## config.mk

```make
export PLATFORM = sky130hd
export DESIGN_NAME = cal_clock
export DESIGN_NICKNAME = d
export VERILOG_FILES = /design/src/rtl/cal_pkg.sv /design/src/rtl/cal_step.sv /design/src/rtl/cal_commit_slot.sv /design/src/rtl/cal_clock.sv
export SDC_FILE = /design/constraint.sdc
export NUM_CORES = 1
export LEC_CHECK = 0
export ABC_AREA = 1
export BUFFER_PORTS_ARGS = -buffer_cell sky130_fd_sc_hd__buf_2
export CAP_MARGIN = 20
export CORE_MARGIN = 2
export CORE_UTILIZATION = 55
export DETAILED_ROUTE_END_ITERATION = 7
export PLACE_DENSITY = 0.8
export SLEW_MARGIN = 20
export SYNTH_ARGS = -nofsm -noshare
export SYNTH_HDL_FRONTEND = slang
export SYNTH_SLANG_ARGS = --single-unit
```

## constraint.sdc

```tcl
create_clock -name clk -period 3.94 [get_ports clk]
set_input_delay 0.394 -clock clk [delete_from_list [all_inputs] [get_ports clk]]
set_output_delay 0.394 -clock clk [all_outputs]
set_load 0.02 [all_outputs]
```

## src/rtl/cal_pkg.sv

```systemverilog
package cal_pkg;

    localparam int WORD_W   = 32;
    localparam int SEC_W    = 6;
    localparam int MIN_W    = 6;
    localparam int HR_W     = 5;
    localparam int DAY_W    = 5;
    localparam int MON_W    = 4;
    localparam int YR_W     = 6;

    localparam int SEC_LSB  = 0;
    localparam int MIN_LSB  = 8;
    localparam int HR_LSB   = 16;
    localparam int DAY_LSB  = 0;
    localparam int MON_LSB  = 8;
    localparam int YR_LSB   = 16;
    localparam int LEAP_BIT = 22;

    localparam int TIME_W   = HR_W + MIN_W + SEC_W;
    localparam int DATE_W   = 1 + YR_W + MON_W + DAY_W;

    typedef struct packed {
        logic [HR_W-1:0]  hr;
        logic [MIN_W-1:0] min;
        logic [SEC_W-1:0] sec;
    } tod_t;

    typedef struct packed {
        logic             leap;
        logic [YR_W-1:0]  yr;
        logic [MON_W-1:0] mon;
        logic [DAY_W-1:0] day;
    } ymd_t;

    typedef struct packed {
        ymd_t date;
        tod_t tod;
    } cal_t;

    localparam cal_t CAL_RESET = '{
        date: '{leap: 1'b0, yr: '0, mon: MON_W'(1), day: DAY_W'(1)},
        tod:  '{hr: '0, min: '0, sec: '0}
    };

    function automatic logic [DAY_W-1:0] month_len(input logic [MON_W-1:0] mon,
                                                   input logic leap);
        logic [DAY_W-1:0] len;
        case (mon)
            MON_W'(2):  len = leap ? DAY_W'(29) : DAY_W'(28);
            MON_W'(4), MON_W'(6), MON_W'(9), MON_W'(11): len = DAY_W'(30);
            default:    len = DAY_W'(31);
        endcase
        return len;
    endfunction

    function automatic tod_t word_to_tod(input logic [WORD_W-1:0] w);
        tod_t t;
        t.sec = w[SEC_LSB +: SEC_W];
        t.min = w[MIN_LSB +: MIN_W];
        t.hr  = w[HR_LSB  +: HR_W];
        return t;
    endfunction

    function automatic ymd_t word_to_ymd(input logic [WORD_W-1:0] w);
        ymd_t d;
        d.day  = w[DAY_LSB +: DAY_W];
        d.mon  = w[MON_LSB +: MON_W];
        d.yr   = w[YR_LSB  +: YR_W];
        d.leap = w[LEAP_BIT];
        return d;
    endfunction

    function automatic logic [WORD_W-1:0] tod_to_word(input tod_t t);
        logic [WORD_W-1:0] w;
        w = '0;
        w[SEC_LSB +: SEC_W] = t.sec;
        w[MIN_LSB +: MIN_W] = t.min;
        w[HR_LSB  +: HR_W]  = t.hr;
        return w;
    endfunction

    function automatic logic [WORD_W-1:0] ymd_to_word(input ymd_t d);
        logic [WORD_W-1:0] w;
        w = '0;
        w[DAY_LSB +: DAY_W] = d.day;
        w[MON_LSB +: MON_W] = d.mon;
        w[YR_LSB  +: YR_W]  = d.yr;
        w[LEAP_BIT]         = d.leap;
        return w;
    endfunction

endpackage

```

## src/rtl/cal_step.sv

```systemverilog
module cal_step
    import cal_pkg::*;
(
    input  cal_t cur,
    output cal_t nxt
);

    logic             c_min;
    logic             c_hr;
    logic             c_day;
    logic             c_mon;
    logic             c_yr;
    logic [DAY_W-1:0] last_day;

    always_comb begin
        last_day = month_len(cur.date.mon, cur.date.leap);
        c_min    = cur.tod.sec >= SEC_W'(59);
        c_hr     = c_min && (cur.tod.min >= MIN_W'(59));
        c_day    = c_hr  && (cur.tod.hr  >= HR_W'(23));
        c_mon    = c_day && (cur.date.day >= last_day);
        c_yr     = c_mon && (cur.date.mon >= MON_W'(12));

        nxt = cur;
        nxt.tod.sec = c_min ? '0 : cur.tod.sec + SEC_W'(1);
        if (c_min) begin
            nxt.tod.min = c_hr ? '0 : cur.tod.min + MIN_W'(1);
        end
        if (c_hr) begin
            nxt.tod.hr = c_day ? '0 : cur.tod.hr + HR_W'(1);
        end
        if (c_day) begin
            nxt.date.day = c_mon ? DAY_W'(1) : cur.date.day + DAY_W'(1);
        end
        if (c_mon) begin
            nxt.date.mon = c_yr ? MON_W'(1) : cur.date.mon + MON_W'(1);
        end
        if (c_yr) begin
            nxt.date.yr = cur.date.yr + YR_W'(1);
        end
    end

endmodule

```

## src/rtl/cal_commit_slot.sv

```systemverilog
module cal_commit_slot #(
    parameter int W      = 16,
    parameter int CYCLES = 3
) (
    input  logic         clk,
    input  logic         rst_n,
    input  logic         load,
    input  logic [W-1:0] load_val,
    output logic         busy,
    output logic         fire,
    output logic [W-1:0] held
);

    localparam int CNT_W = $clog2(CYCLES + 1);

    typedef struct packed {
        logic [W-1:0]     hold;
        logic [CNT_W-1:0] cnt;
    } slot_t;

    slot_t s_d, s_q;

    always_comb begin
        s_d  = s_q;
        fire = (s_q.cnt == CNT_W'(1)) && !load;
        if (load) begin
            s_d.hold = load_val;
            s_d.cnt  = CNT_W'(CYCLES);
        end else if (s_q.cnt != '0) begin
            s_d.cnt = s_q.cnt - CNT_W'(1);
        end
    end

    always_ff @(posedge clk) begin
        if (!rst_n) begin
            s_q <= '0;
        end else begin
            s_q <= s_d;
        end
    end

    assign busy = (s_q.cnt != '0);
    assign held = s_q.hold;

endmodule

```

## src/rtl/cal_clock.sv

```systemverilog
module cal_clock
    import cal_pkg::*;
#(
    parameter int                ADDR_W        = 8,
    parameter int                COMMIT_CYCLES = 3,
    parameter logic [ADDR_W-1:0] CTRL_OFF      = 'h00,
    parameter logic [ADDR_W-1:0] DATE_OFF      = 'h10,
    parameter logic [ADDR_W-1:0] TIME_OFF      = 'h14,
    parameter int                DATE_BUSY_BIT = 7,
    parameter int                TIME_BUSY_BIT = 8
) (
    input  logic              clk,
    input  logic              rst_n,
    input  logic              tick,
    input  logic              wr_en,
    input  logic [ADDR_W-1:0] wr_addr,
    input  logic [31:0]       wr_data,
    input  logic [ADDR_W-1:0] rd_addr,
    output logic [31:0]       rd_data
);

    localparam int SLOT_T = 0;
    localparam int SLOT_D = 1;

    typedef struct packed {
        cal_t cur;
        logic defer;
    } st_t;

    st_t st_d, st_q;

    logic [1:0]        slot_load;
    logic [1:0]        slot_busy;
    logic [1:0]        slot_fire;
    logic [TIME_W-1:0] held_tod;
    logic [DATE_W-1:0] held_ymd;
    cal_t              base;
    cal_t              stepped;
    logic              still_busy;
    logic              want_step;
    logic [31:0]       time_word;
    logic [31:0]       date_word;
    logic [31:0]       ctrl_word;
    logic              unused_wr;

    assign slot_load[SLOT_T] = wr_en && (wr_addr == TIME_OFF);
    assign slot_load[SLOT_D] = wr_en && (wr_addr == DATE_OFF);
    assign unused_wr         = ^wr_data;

    cal_commit_slot #(.W(TIME_W), .CYCLES(COMMIT_CYCLES)) u_tod_slot (
        .clk      (clk),
        .rst_n    (rst_n),
        .load     (slot_load[SLOT_T]),
        .load_val (word_to_tod(wr_data)),
        .busy     (slot_busy[SLOT_T]),
        .fire     (slot_fire[SLOT_T]),
        .held     (held_tod)
    );

    cal_commit_slot #(.W(DATE_W), .CYCLES(COMMIT_CYCLES)) u_ymd_slot (
        .clk      (clk),
        .rst_n    (rst_n),
        .load     (slot_load[SLOT_D]),
        .load_val (word_to_ymd(wr_data)),
        .busy     (slot_busy[SLOT_D]),
        .fire     (slot_fire[SLOT_D]),
        .held     (held_ymd)
    );

    cal_step u_step (
        .cur (base),
        .nxt (stepped)
    );

    always_comb begin
        base = st_q.cur;
        if (slot_fire[SLOT_T]) begin
            base.tod = tod_t'(held_tod);
        end
        if (slot_fire[SLOT_D]) begin
            base.date = ymd_t'(held_ymd);
        end

        still_busy = (|slot_load) || (|(slot_busy & ~slot_fire));
        want_step  = tick || st_q.defer;

        st_d.cur   = (!still_busy && want_step) ? stepped : base;
        st_d.defer = still_busy && want_step;
    end

    always_ff @(posedge clk) begin
        if (!rst_n) begin
            st_q <= '{cur: CAL_RESET, defer: 1'b0};
        end else begin
            st_q <= st_d;
        end
    end

    always_comb begin
        time_word = tod_to_word(st_q.cur.tod);
        date_word = ymd_to_word(st_q.cur.date);
        ctrl_word = '0;
        ctrl_word[TIME_BUSY_BIT] = slot_busy[SLOT_T];
        ctrl_word[DATE_BUSY_BIT] = slot_busy[SLOT_D];
        case (rd_addr)
            CTRL_OFF: rd_data = ctrl_word;
            DATE_OFF: rd_data = date_word;
            TIME_OFF: rd_data = time_word;
            default:  rd_data = '0;
        endcase
    end

endmodule

```

# After elaboration in Yosys (flattened, before gate mapping)
# Cells that the tools add are included.
dict set report classes {
  n_addsub 8
  magnitude_cmp 5
  eq_ne 11
  n_mux 20
  bitwise 2
  n_reduce_logical 23
}
# cell count
set op_table {}
lappend op_table {{case mux 23 bit (3 select lines)} 1}
lappend op_table {{== test 8 x 5 -> 1 bit (second input constant)} 4}
lappend op_table {{2-to-1 mux 32 bit} 1}
lappend op_table {{2-to-1 mux 6 bit} 4}
lappend op_table {{2-to-1 mux 5 bit} 4}
lappend op_table {{adder 6 x 1 -> 6 bit (second input constant)} 3}
lappend op_table {{2-to-1 mux 17 bit} 1}
lappend op_table {{2-to-1 mux 16 bit} 1}
lappend op_table {{>= comparator 6 bit (second input constant)} 2}
lappend op_table {{adder 5 x 1 -> 5 bit (second input constant)} 2}
lappend op_table {{logical AND 1 bit} 10}
lappend op_table {{case mux 5 bit (2 select lines)} 1}
lappend op_table {{== test 4 x 3 -> 1 bit (second input constant)} 2}
lappend op_table {{== test 4 bit (second input constant)} 2}
lappend op_table {{zero test 8 bit} 1}
lappend op_table {{2-to-1 mux 2 bit} 4}
lappend op_table {{2-to-1 mux 4 bit} 2}
lappend op_table {{nonzero test 2 bit} 4}
lappend op_table {{>= comparator 5 bit} 1}
lappend op_table {{>= comparator 5 bit (second input constant)} 1}
lappend op_table {{adder 4 x 1 -> 4 bit (second input constant)} 1}
lappend op_table {{== test 2 x 1 -> 1 bit (second input constant)} 2}
lappend op_table {{== test 4 x 2 -> 1 bit (second input constant)} 1}
lappend op_table {{>= comparator 4 bit (second input constant)} 1}
lappend op_table {{other kinds (8)} 13}
dict set report totals {
  ff_bits 71
  inputBits 52
  out_inout_bits 32
  elab_cells 81
}

# Depth between registers and ports, before layout
dict set report depth {
  depth_word 14
  depth_mapped 28
  ltp_nobuf 26
}

# Cells and area by module
# A second synthesis with hierarchy kept.
dict set report unflattened {
  hier_cells 855
  hier_area_um2 5376.4
}
# mod n_inst cells_per_inst area_each_um2 seq_area_each_um2
set modules_own_cells {}
lappend modules_own_cells {cal_clock 1 457 2661.3 680.7}
lappend modules_own_cells {cal_step 1 181 997.2 0.0}
lappend modules_own_cells {{cal_commit_slot at u_ymd_slot} 1 106 860.8 360.3}
lappend modules_own_cells {{cal_commit_slot at u_tod_slot} 1 111 857.1 380.4}

# Least setup slack after synthesis
# No wires, ideal clock.
dict set report synth_path {
  path_type {input -> register}
  startpoint {in wr_en}
  endpoint {reg st_q, in the netlist date_word[21]}
  setup_time_ns 0.118
  t_arrival_ns 2.860
  t_required_ns 3.822
  slack_ns 0.962
  path_stages 24
  n_path_buf 2
  cell_sequence {inv_1 nor2_4 nand3_2 inv_2 nand2_2 nand2_2 buf_6 buf_6 o21ai_0 nand2_1 nor3_1 nand2_1 o21ai_0 inv_1 ha_1 o21ai_0 nand2_1 nand2_2 nor2_4 inv_1 nor2_4 nand3_2 nor3_1 nor2_1}
}
dict set report synth_via {
  elab_chain_cells 12
  elab_cells_between_ends 35
  cone_classes {1 x add/sub; 5 x order compare; 5 x eq/ne; 6 x mux; 2 x bitwise; 16 x reduce/logical}
}
# item line_no
set synth_rtl {}
lappend synth_rtl {{from (decl)} cal_clock.sv:15} ;# input logic wr_en,
lappend synth_rtl {{logical AND 1 bit} cal_clock.sv:47} ;# assign slot_load[SLOT_D] = wr_en && (wr_addr == DATE_OFF);
lappend synth_rtl {{zero test 1 bit} cal_commit_slot.sv:25} ;# fire = (s_q.cnt == CNT_W'(1)) && !load;
lappend synth_rtl {{logical AND 1 bit} cal_commit_slot.sv:25}
lappend synth_rtl {{2-to-1 mux 16 bit} cal_clock.sv:80} ;# if (slot_fire[SLOT_D]) begin
lappend synth_rtl {{== test 4 x 3 -> 1 bit / == test 4 bit (equally long branches)} cal_pkg.sv:48} ;# case (mon)
lappend synth_rtl {{OR reduction 4 bit} cal_pkg.sv:48}
lappend synth_rtl {{case mux 5 bit (2 select lines)} cal_pkg.sv:48}
lappend synth_rtl {{>= comparator 5 bit} cal_step.sv:20} ;# c_mon = c_day && (cur.date.day >= last_day);
lappend synth_rtl {{logical AND 1 bit} cal_step.sv:20}
lappend synth_rtl {{logical AND 1 bit} cal_step.sv:21} ;# c_yr = c_mon && (cur.date.mon >= MON_W'(12));
lappend synth_rtl {{2-to-1 mux 6 bit} cal_step.sv:37} ;# if (c_yr) begin
lappend synth_rtl {{2-to-1 mux 32 bit (*)} cal_clock.sv:87} ;# st_d.cur = (!still_busy && want_step) ? stepped : base;
lappend synth_rtl {{to (signal assigned)} cal_clock.sv:93} ;# st_q <= '{cur: CAL_RESET, defer: 1'b0};
lappend synth_rtl {{to (signal assigned)} cal_clock.sv:95} ;# st_q <= st_d;
lappend synth_rtl {{to (decl)} cal_clock.sv:30} ;# st_t st_d, st_q;
# Mark *: on every way between the ends. The rest lies on a longest branch, timed or not.
# A chain may end at the register's enable or synchronous reset.

# Worst setup path in the final report
dict set report layout_path {
  startpoint {reg u_ymd_slot.s_q[1] in the netlist's numbering}
  endpoint {reg st_q, in the netlist date_word[21]}
}
dict set report layout_via {
  elab_chain_cells 11
  elab_cells_between_ends 25
  cone_classes {1 x add/sub; 2 x order compare; 6 x eq/ne; 5 x mux; 2 x bitwise; 9 x reduce/logical}
}
# item line_no
set layout_rtl {}
lappend layout_rtl {{from (decl)} cal_commit_slot.sv:21} ;# slot_t s_d, s_q;
lappend layout_rtl {{from (signal assigned)} cal_commit_slot.sv:36} ;# s_q <= '0;
lappend layout_rtl {{from (signal assigned)} cal_commit_slot.sv:38} ;# s_q <= s_d;
lappend layout_rtl {{== test 2 x 1 -> 1 bit} cal_commit_slot.sv:25}
lappend layout_rtl {{logical AND 1 bit} cal_commit_slot.sv:25}
lappend layout_rtl {{2-to-1 mux 16 bit} cal_clock.sv:80}
lappend layout_rtl {{== test 4 x 3 -> 1 bit / == test 4 bit (equally long branches)} cal_pkg.sv:48}
lappend layout_rtl {{OR reduction 4 bit} cal_pkg.sv:48}
lappend layout_rtl {{case mux 5 bit (2 select lines)} cal_pkg.sv:48}
lappend layout_rtl {{>= comparator 5 bit} cal_step.sv:20}
lappend layout_rtl {{logical AND 1 bit} cal_step.sv:20}
lappend layout_rtl {{logical AND 1 bit} cal_step.sv:21}
lappend layout_rtl {{2-to-1 mux 6 bit} cal_step.sv:37}
lappend layout_rtl {{2-to-1 mux 32 bit (*)} cal_clock.sv:87}
# Marks and branches as above.

==> impl_metrics.csv <==
group,metric,value,unit
status,status,"complete, no violations",
yosys,synth-edff-count,0,
clock_network,clkLatencyLatePin,360,ps
sta,skew,6.10,ps
grt,grtUsageTotal,26.2,%
yosys,post-synth-top-count-cell,"nor2_1",
clock_network,post-cts-setup-buffers,0,
die,core_area,7250,um2
setup_path,path_max_fanout,21,
yosys,synth_commonest_cells,"nor2_1 (88), nand2_1 (87), inv_1 (73)",
die,pin_count,84,
die,die_x,90.7,um
yosys,ys_ff_latch,71,
die,die_area,8220,um2
power,power.density,406,nW/um2
setup_path,cp_slowest_cell,"o21ai_0",
drt,drt_first_pass_iters,5,
drt,drtAntennaViolNets,0,
grt,antenna_found_initial,0,
yosys,synth_top_area_share,34.4,%
setup_path,worst-setup-path-type,"reg -> reg",
clock_network,cts-buffers-inserted,9,
finish,area_delta_synth_final,11.6,%
clock_network,ctsHoldBuffers,0,
setup_path,critical_path.cell_chain,"inv_1, ha_1, nand2_2, o21ai_0, nand2_1, nor3_1, nand2_1, o21ai_0, inv_1, ha_1, o21ai_0, nand2_1, nand2_2, nor2_4, inv_1, nor2_4, nand3_2, nor3_1, nor2_1",
sta,worst_pin_slew,500,ps
die,die_height,90.7,um
drt,avgRoutedWirePerCell,13.8,um
finish,finalNetCount,707,
sta,report.final.hold_viol_count,0,
clock_network,clockBufferDepth,2,
finish,fin_area,4610,um2
flow_run,drv_cap,0,
clock_network,root_buffer,"clkbuf_8",
die,initial_utilization,57.0,%
sta,fmax,0.300,GHz
sta,slew_headroom,66.3,%
finish,diodes,0,
drt,drc,0,
power,finalPower,1.87,mW
power,peakVddDrop,0.343,mV
finish,nFillCells,668,
drt,drt_iter0_markers,305,
grt,grt_max_degree,51,
sta,hold_slack,283,ps
sta,drv_slew,0,
power,p_leak,2.04,nW
finish,fin_util,63.6,%
clock_network,cts.sinks,71,
sta,fin_setup_tns,0,ps
finish,drive_gt1_share,20.6,%
grt,grt_pass1_vias,3670,
grt,grt_pass1_wl,17200,um
yosys,ys.flop_type,"dfxtp_1",
setup_path,cpPeakStageDelay,510,ps
yosys,netlist_instances,595,
placed_design,dp.cells,732,
die,num_rows,31,
clock_network,clk_pin_slew_worst_paths,80,ps
setup_path,end_kind,"flop",
drt,num_vias,3899,
placed_design,hpwlAfterDp,7800,um
yosys,avgSynthCellArea,6.95,um2
placed_design,gp_congestion,0.912,
placed_design,place_ws,413,ps
drt,wirelength,10300,um
yosys,ys_warn_count,0,
setup_path,critPathLaunchType,"flop",
drt,routed_via_density,5.21,
yosys,synthArstFlopShare,0,%
clock_network,cts.htree.levels,3,
sta,period_share,84.6,%
finish,multi_input_area,2240,um2
yosys,synth.top_cells.by_area,"dfxtp_1 (34%), nor2_1 (8.0%), nand2_1 (7.9%)",
yosys,synth_seq_area_share,34.4,%
yosys,synth_area,4130,um2
grt,grt.overflow.total,0,
setup_path,cp.arrival,3580,ps
yosys,ys_types,44,
sta,fin_crit,3340,ps
sta,layout_setup_ws,605,ps
min_path,worstHoldPathType,"in -> reg",
finish,fin_cells,748,
clock_network,cts_tree,"built",
finish,regArea,1420,um2
clock_network,cts_resized,0,
placed_design,port_buffers,58,
placed_design,place_area,4420,um2
sta,rsz0062_at_grt,"no",
setup_path,crit_required,4190,ps
yosys,yosysTopAreaCell,"dfxtp_1",
sta,setup_viol,0,
-- path summary, 6_finish.rpt --
kind                                           from             endpoint  slack, ps  cells past startpoint
worst max-delay path              u_ymd_slot.s_q[1]        date_word[21]        600                     19
worst min-delay path                    wr_data[21]  u_ymd_slot.held[14]        280                      3
worst max register to register    u_ymd_slot.s_q[1]        date_word[21]        600                     19
worst min register to register  u_ymd_slot.held[15]  u_ymd_slot.held[15]        450                      2
-- critical path: cells and delay by family (launching register included) --
kind	cells	cell delay, ps
compound gates	3	660
fa+ha+maj	2	460
buf+inv	3	230
flops	1	320
simple gates	11	1560
-- cells in the final DEF, fill, tap and decap left out, types with 2 or more instances in the layout --
| cell type | n |
|---|---|
| a21oi_1 | 24 |
| clkinvlp_4 | 2 |
| nor2_8 | 2 |
| buf_4 | 5 |
| conb_1 | 12 |
| nor2_4 | 7 |
| nor2_1 | 88 |
| o21ai_1 | 7 |
| nand2_2 | 13 |
| xor2_1 | 5 |
| clkbuf_8 | 9 |
| a31oi_1 | 3 |
| inv_2 | 6 |
| nor2_2 | 6 |
| o21ai_0 | 59 |
| dfxtp_1 | 71 |
| mux2_2 | 5 |
| inv_1 | 73 |
| nor3_1 | 6 |
| nand4_1 | 5 |
| nand3_1 | 54 |
| clkinv_2 | 2 |
| nand2_1 | 87 |
| nor3_2 | 2 |
| ha_1 | 11 |
| buf_2 | 58 |
| nand3_4 | 2 |
| xnor2_1 | 2 |
| nand3_2 | 5 |
-- kinds of logic after synthesis --
group | after synthesis | share of synthesized area (%)
other | 1 | 0.0907
adder cells (fa/ha/maj) | 11 | 3.33
multiplexers | 5 | 1.36
AND/OR/NAND/NOR | 284 | 33.9
flip-flops | 71 | 34.4
XOR/XNOR | 7 | 1.48
buffers and inverters | 116 | 12.6
AO/OA/AOI/OAI | 100 | 12.9
-- layer usage --
metal | wire length [um] | vias up | track usage, % | part of all wire, %
met5 | 0 | - | 0 | 0
met1 | 4490 | 1727 | 34.1 | 44
li1 | - | 1986 | - | -
met4 | 296 | 0 | 11.8 | 2.9
met3 | 890 | 26 | 6.09 | 8.6
met2 | 4610 | 160 | 41.4 | 45
-- sequential cells by signal, indices dropped and copies added, names as in the netlist --
| register | count |
|---|---|
| date_word | 16 |
| st_q | 18 |
| u_tod_slot.held | 17 |
| u_tod_slot.s_q | 2 |
| u_ymd_slot.held | 16 |
| u_ymd_slot.s_q | 2 |
-- report_power, final --
part / switching (mW) / internal [mW] / leakage (nW)
registers: 0.0199 / 0.762 / 0.574
logic: 0.344 / 0.161 / 1.37
clock network: 0.294 / 0.293 / 0.0956
total: 0.658 / 1.22 / 2.04
-- final cells by class --
type                            instances  area share, %
Multi-Input combinational cell        419           48.6
Sequential cell                        71           30.8
Timing Repair Buffer                   63           7.11
Inverter                               80           6.56
Clock buffer                            9           2.69
Tap cell                               99           2.69
Clock inverter                          7           1.57
(Power assumes the default switching activity.)
